### src/rtl/du_pkg.sv
package du_pkg;

  typedef enum logic [3:0] {
    OP_INC       = 4'd0,
    OP_DEC       = 4'd1,
    OP_INC_WRAP  = 4'd2,
    OP_DEC_WRAP  = 4'd3,
    OP_UPDN      = 4'd4,
    OP_UPDN_WRAP = 4'd5,
    OP_ROR       = 4'd6,
    OP_SHR       = 4'd7,
    OP_AND       = 4'd8,
    OP_OR        = 4'd9,
    OP_SHR_MAJ   = 4'd10
  } du_op_e;

  localparam int unsigned OP_LAST = 10;

  // true when the operation uses the step flag for a pulse output
  function automatic logic op_pulses(du_op_e op);
    return (op == OP_INC_WRAP) || (op == OP_DEC_WRAP);
  endfunction

  // true when the code is a defined operation
  function automatic logic op_known(logic [3:0] code);
    return 32'(code) <= OP_LAST;
  endfunction

endpackage

### src/rtl/du_next.sv
module du_next
  import du_pkg::*;
#(
  parameter int DW = 8
) (
  input  du_op_e          op,
  input  logic            trig0,
  input  logic            trig1,
  input  logic            trig2,
  input  logic [DW-1:0]   work_q,
  input  logic [DW-1:0]   load_val,
  input  logic            at_lim,
  input  logic            at_zero,
  output logic [DW-1:0]   work_nxt,
  output logic            step_en
);

  function automatic logic [DW-1:0] up1(logic [DW-1:0] v);
    return v + 1'b1;
  endfunction

  function automatic logic [DW-1:0] dn1(logic [DW-1:0] v);
    return v - 1'b1;
  endfunction

  function automatic logic [DW-1:0] ror1(logic [DW-1:0] v);
    return {v[0], v[DW-1:1]};
  endfunction

  function automatic logic [DW-1:0] shr1(logic [DW-1:0] v, logic din);
    return {din, v[DW-1:1]};
  endfunction

  logic up_req;
  logic dn_req;

  assign up_req = trig1 & ~trig2;
  assign dn_req = trig2 & ~trig1;

  always_comb begin
    work_nxt = work_q;
    step_en  = 1'b0;
    if (trig0) begin
      work_nxt = load_val;
    end else begin
      case (op)
        OP_INC: if (trig1 && !at_lim) begin
          work_nxt = up1(work_q);
          step_en  = 1'b1;
        end
        OP_DEC: if (trig1 && !at_zero) begin
          work_nxt = dn1(work_q);
          step_en  = 1'b1;
        end
        OP_INC_WRAP: if (trig1) begin
          work_nxt = at_lim ? load_val : up1(work_q);
          step_en  = 1'b1;
        end
        OP_DEC_WRAP: if (trig1) begin
          work_nxt = at_zero ? load_val : dn1(work_q);
          step_en  = 1'b1;
        end
        OP_UPDN: begin
          if (up_req && !at_lim) begin
            work_nxt = up1(work_q);
            step_en  = 1'b1;
          end else if (dn_req && !at_zero) begin
            work_nxt = dn1(work_q);
            step_en  = 1'b1;
          end
        end
        OP_UPDN_WRAP: begin
          if (up_req) begin
            work_nxt = at_lim ? load_val : up1(work_q);
            step_en  = 1'b1;
          end else if (dn_req) begin
            work_nxt = at_zero ? load_val : dn1(work_q);
            step_en  = 1'b1;
          end
        end
        OP_ROR: if (trig1) begin
          work_nxt = ror1(work_q);
          step_en  = 1'b1;
        end
        OP_SHR, OP_SHR_MAJ: if (trig1) begin
          work_nxt = shr1(work_q, trig2);
          step_en  = 1'b1;
        end
        default: ;
      endcase
    end
  end

endmodule

### src/rtl/du_state.sv
module du_state #(
  parameter int DW = 8
) (
  input  logic          clk,
  input  logic          rst_n,
  input  logic [DW-1:0] work_nxt,
  input  logic          step_en,
  output logic [DW-1:0] work_q,
  output logic          fresh_q
);

  always_ff @(posedge clk or negedge rst_n) begin
    if (!rst_n) begin
      work_q  <= '0;
      fresh_q <= 1'b0;
    end else begin
      work_q  <= work_nxt;
      fresh_q <= step_en;
    end
  end

endmodule

### src/rtl/du_decode.sv
module du_decode
  import du_pkg::*;
#(
  parameter int DW = 8
) (
  input  du_op_e        op,
  input  logic [3:0]    op_code,
  input  logic [DW-1:0] work_q,
  input  logic [DW-1:0] limit_val,
  input  logic          fresh_q,
  input  logic          at_lim,
  input  logic          at_zero,
  output logic          res
);

  localparam int HI = DW - 3;

  function automatic logic maj3(logic [DW-1:0] v);
    logic [1:0] cnt;
    cnt = {1'b0, v[0]} + {1'b0, v[1]} + {1'b0, v[2]};
    return (cnt >= 2'd2) && ((v >> 3) == '0);
  endfunction

  logic maj_hit;

  generate
    if (HI > 0) begin : g_wide
      assign maj_hit = maj3(work_q);
    end else begin : g_narrow
      assign maj_hit = (work_q[0] & work_q[1]) | (work_q[0] & work_q[2]) |
                       (work_q[1] & work_q[2]);
    end
  endgenerate

  logic pulse_ok;
  assign pulse_ok = fresh_q & op_pulses(op);

  always_comb begin
    res = 1'b0;
    if (op_known(op_code)) begin
      case (op)
        OP_INC:       res = at_lim;
        OP_DEC:       res = at_zero;
        OP_INC_WRAP:  res = pulse_ok & at_lim;
        OP_DEC_WRAP:  res = pulse_ok & at_zero;
        OP_UPDN,
        OP_UPDN_WRAP: res = at_lim | at_zero;
        OP_ROR,
        OP_SHR:       res = work_q[0];
        OP_AND:       res = |(work_q & limit_val);
        OP_OR:        res = |(work_q | limit_val);
        OP_SHR_MAJ:   res = maj_hit;
        default:      res = 1'b0;
      endcase
    end
  end

endmodule

### src/rtl/du_top.sv
module du_top
  import du_pkg::*;
#(
  parameter int DW = 8
) (
  input  logic          clk,
  input  logic          rst_n,
  input  logic [3:0]    op_sel,
  input  logic          trig0,
  input  logic          trig1,
  input  logic          trig2,
  input  logic [DW-1:0] load_val,
  input  logic [DW-1:0] limit_val,
  output logic          unit_out
);

  du_op_e        op;
  logic [DW-1:0] work_q;
  logic [DW-1:0] work_nxt;
  logic          fresh_q;
  logic          step_en;
  logic          at_lim;
  logic          at_zero;

  assign op      = du_op_e'(op_sel);
  assign at_lim  = (work_q == limit_val);
  assign at_zero = (work_q == '0);

  du_next #(.DW(DW)) u_next (
    .op       (op),
    .trig0    (trig0),
    .trig1    (trig1),
    .trig2    (trig2),
    .work_q   (work_q),
    .load_val (load_val),
    .at_lim   (at_lim),
    .at_zero  (at_zero),
    .work_nxt (work_nxt),
    .step_en  (step_en)
  );

  du_state #(.DW(DW)) u_state (
    .clk      (clk),
    .rst_n    (rst_n),
    .work_nxt (work_nxt),
    .step_en  (step_en),
    .work_q   (work_q),
    .fresh_q  (fresh_q)
  );

  du_decode #(.DW(DW)) u_decode (
    .op        (op),
    .op_code   (op_sel),
    .work_q    (work_q),
    .limit_val (limit_val),
    .fresh_q   (fresh_q),
    .at_lim    (at_lim),
    .at_zero   (at_zero),
    .res       (unit_out)
  );

endmodule

### config.mk
export PLATFORM = sky130hd
export DESIGN_NAME = du_top
export DESIGN_NICKNAME = d
export VERILOG_FILES = /design/src/rtl/du_pkg.sv /design/src/rtl/du_next.sv /design/src/rtl/du_state.sv /design/src/rtl/du_decode.sv /design/src/rtl/du_top.sv
export SDC_FILE = /design/constraint.sdc
export NUM_CORES = 1
export LEC_CHECK = 0
export ABC_AREA = 1
export BUFFER_PORTS_ARGS = -buffer_cell sky130_fd_sc_hd__buf_4
export CORE_ASPECT_RATIO = 1.75
export CORE_MARGIN = 2
export CORE_UTILIZATION = 50
export CTS_CLUSTER_SIZE = 14
export DETAILED_ROUTE_END_ITERATION = 10
export GPL_TIMING_DRIVEN = 0
export PLACE_DENSITY = 0.72
export SYNTH_ARGS = -nofsm -noshare
export SYNTH_HDL_FRONTEND = slang
export SYNTH_SLANG_ARGS = --single-unit
export TNS_END_PERCENT = 100
### constraint.sdc
create_clock -name clk -period 2.91 [get_ports clk]
set_clock_uncertainty 0.1 [all_clocks]
set_input_delay 0.291 -clock clk [delete_from_list [all_inputs] [get_ports clk]]
set_output_delay 0.291 -clock clk [all_outputs]
set_load 0.01 [all_outputs]
==> results.md <==
- Chip Width: 47.7 µm
- GRT Resource Usage Total: 0.292
- Max Transition Viols Final: 0
- Fraction of layout cells with a size suffix above 1: 0.158
- Worst hold slack across all endpoints: 205 ps
- Portion of the post-synthesis area used by sequential elements: 0.135
- RSZ-0062 raised after global routing: no
- Number of unique standard cell types used by synthesis: 26
- Power density of the placed cells: 348 nW/µm²
- Max Clk Rate: 388 MHz
- Total area of multi-input combinational cells: 1270 µm²
- Overflow left after global routing: 0
- Y dimension of the die: 80.5 µm
- Placeable Area: 3180 µm²
- Nets: 364
- Boundary pin count: 26
- Cell with the most instances after synthesis: nand2_1
- Final-layout fill cell count: 368
- Number of standard cells after synthesis: 286
- Initial antenna violation count: 0
- Ys Warns: 0
- Maximum net fanout on the critical path: 7
- Max clock buf depth: 2
- CP peak stage delay: 520 ps
- 1st-pass router iterations: 4
- Final hold vios: 0
- Biggest area contributors in the synthesized netlist: nand2_1 (19%), ha_1 (16%), dfrtp_1 (13%), nor2_1 (8.7%), nand3_1 (8.4%)
- Worst Hold Class: input port to flip-flop
- Post-layout power: 686 µW
- Critical setup path kind: flip-flop to output pin
- CTS tree: done
- Number of buffers and inverters on the critical path: 3
- Launching element type of the critical path: flip-flop
- Detailed placer's ending HPWL: 4020 µm
- Starting density of the core: 0.527
- Die Outline Area: 3850 µm²
- Cell type contributing the most total cell area after synthesis: nand2_1
- Post-Layout Cell Count: 359
- H-Tree Depth: 1
- Worst-case setup slack after placement: 465 ps
- Clock sink count: 9
- Post-route minimum period: 2580 ps
- Routed Antenna Nets: 0
- Worst R2R Setup Slack: 430 ps
- Number of enable-type register cells in the synthesized netlist: 0
- Instance area after placement: 1920 µm²
- Portion of synthesized cell area occupied by the leading cell type: 0.188
- Total detailed-routing wirelength: 4880 µm
- Clk pin slew, worst setup/hold paths: 50 ps
- Post-Synthesis Cell Area: 1670 µm²
- Area added between synthesis and finish: 17.8%
- Vias after detailed routing: 1,914
- Kind of cell adding the most delay to the critical path: simple AND/OR/NAND/NOR gates
- Cells along the critical path: inv_1 -> ha_1 -> nor2_1 -> nand2_1 -> nor2_1 -> inv_1 -> nand2_1 -> o2111ai_1 -> nand3_1 -> buf_4
- Worst supply voltage drop on vdd: 441 µV
- Routed length per placed instance: 13.6 µm
- Root buf cell: clkbuf_8
- Worst R2R Path Depth: 12
- Endpoint required time on the critical path: 2520 ps
- Share of async-settable or async-resettable flops after synthesis: 1.00
- Via count of the first global-routing pass: 1,844
- Leakage power: 1.10 nW
- Final clock period utilization by the worst path: 0.885
- Register area: 225 µm²
- Number of synthesized register bits: 9
- Most used flip-flop cell after synthesis: dfrtp_1
- Inst Count DP: 354
- Buffers inserted during post-CTS setup optimization: 0
- Synthesized area per cell: 5.85 µm²
- Run status: finished clean
- First-pass GRT wire length: 8150 µm
- Post-Route Utilization: 0.621
- Via-to-Cell Ratio: 5.33
- Maximum number of pins on one net before global-route repair: 11
- Max-slew headroom: 0.687
- Slowest-stage cell, CP: dfrtp_1
- Top cell types by occurrence after synthesis: nand2_1 (84), nor2_1 (39), inv_1 (37)
- Final weighted congestion in routability-driven placement: 0.932
- DRC: 0
- Post-Synthesis Net Count: 333
- Final instance area: 1970 µm²
- MaxCap Viol Count: 0
- Number of setup violations in the final report: 0
- CP endpoint kind: output pin
- Total Neg Setup Slack: 0 ps
- Insertion delay to the later sink of the worst-skew pair: 240 ps
- Port bufs: 25
- Initial drt markers: 86
- Minimum setup slack in the final design: 334 ps
- Levels on crit path: 10
- Count of antenna diodes in the layout: 0
- Floorplan row count: 27
- Arrival time reported for the critical path endpoint: 2190 ps
- WHS Path Cells: 3
- Number of buffers inserted during clock tree synthesis: 3
- Transition time at the pin with the least slew margin: 469 ps
-- worst register-to-register path, cell delays in order, from the launching register on --
cell	delay, ps
dfrtp_1	520
inv_1	170
ha_1	300
nor2_1	100
nand2_1	80
nor2_1	270
inv_1	120
nand2_1	130
nand3_1	150
a21oi_1	170
nand2_1	80
nand2_1	120
nand2_1	60
-- worst paths after layout --
check / start / endpoint
setup / recovery: u_state.work_q[1]$_DFFE_PN0P_ / unit_out
max in group asynchronous: rst_n / u_state.work_q[3]$_DFFE_PN0P_
hold reg to reg: u_state.work_q[0]$_DFFE_PN0P_ / u_state.work_q[0]$_DFFE_PN0P_
setup reg to reg: u_state.work_q[1]$_DFFE_PN0P_ / u_state.work_q[1]$_DFFE_PN0P_
min in group asynchronous: rst_n / u_state.work_q[2]$_DFFE_PN0P_
hold / removal: load_val[2] / u_state.work_q[2]$_DFFE_PN0P_
-- layer usage --
layer	GRT usage	wire length (µm)	vias to the layer above
met4	0.159	310	0
met1	0.323	1850	856
met2	0.493	2540	64
li1	-	-	970
met5	0	0	-
met3	0.0449	181	24
-- cells by family (layout without fill, tap and decap cells) --
family | Yosys count | count (layout) | synth area share
flops | 9 | 9 | 0.135
compound gates | 23 | 23 | 0.0755
fa+ha+maj | 22 | 22 | 0.164
xor+xnor | 10 | 10 | 0.0523
buf+inv | 46 | 76 | 0.108
simple gates | 176 | 176 | 0.466
-- cell usage in the layout (no fill, tap or decap), types with 3 or more instances in the layout --
cell      instances
nand2_2           5
nand2_1          84
dfrtp_1           9
nand3_1          28
a21oi_1          13
clkbuf_8          3
ha_1             22
xor2_1           10
or2_2             3
inv_1            37
o21ai_0           5
buf_4            25
buf_2             4
nor4_1            3
nor2_1           39
nand4_1           6
-- final cells by class --
type                    count  area share
multi-input cells         231       0.643
flip-flops and latches      9       0.114
repair buffers             26       0.100
plain buffers               5      0.0121
inverters                  41      0.0793
clock buffers               3      0.0209
clock inverters             1     0.00254
well taps                  43      0.0273
-- flip-flops by register name (all words and copies together), names as in the netlist --
| signal | count |
|---|---|
| u_state.work_q | 8 |
| u_state.fresh_q | 1 |
-- power by group --
group          internal [mW]  switching (mW)  total (mW)
logic                  0.136           0.229       0.365
clock network         0.0937          0.0538       0.147
registers              0.145          0.0285       0.174
-- what timing repair did --
action,CTS,global route
endpoints found under the setup margin,0,0
resized for setup,0,0
endpoints found under the hold margin,9,0
hold buffers,1,0
No activity file was read; power rests on OpenSTA's default activity.
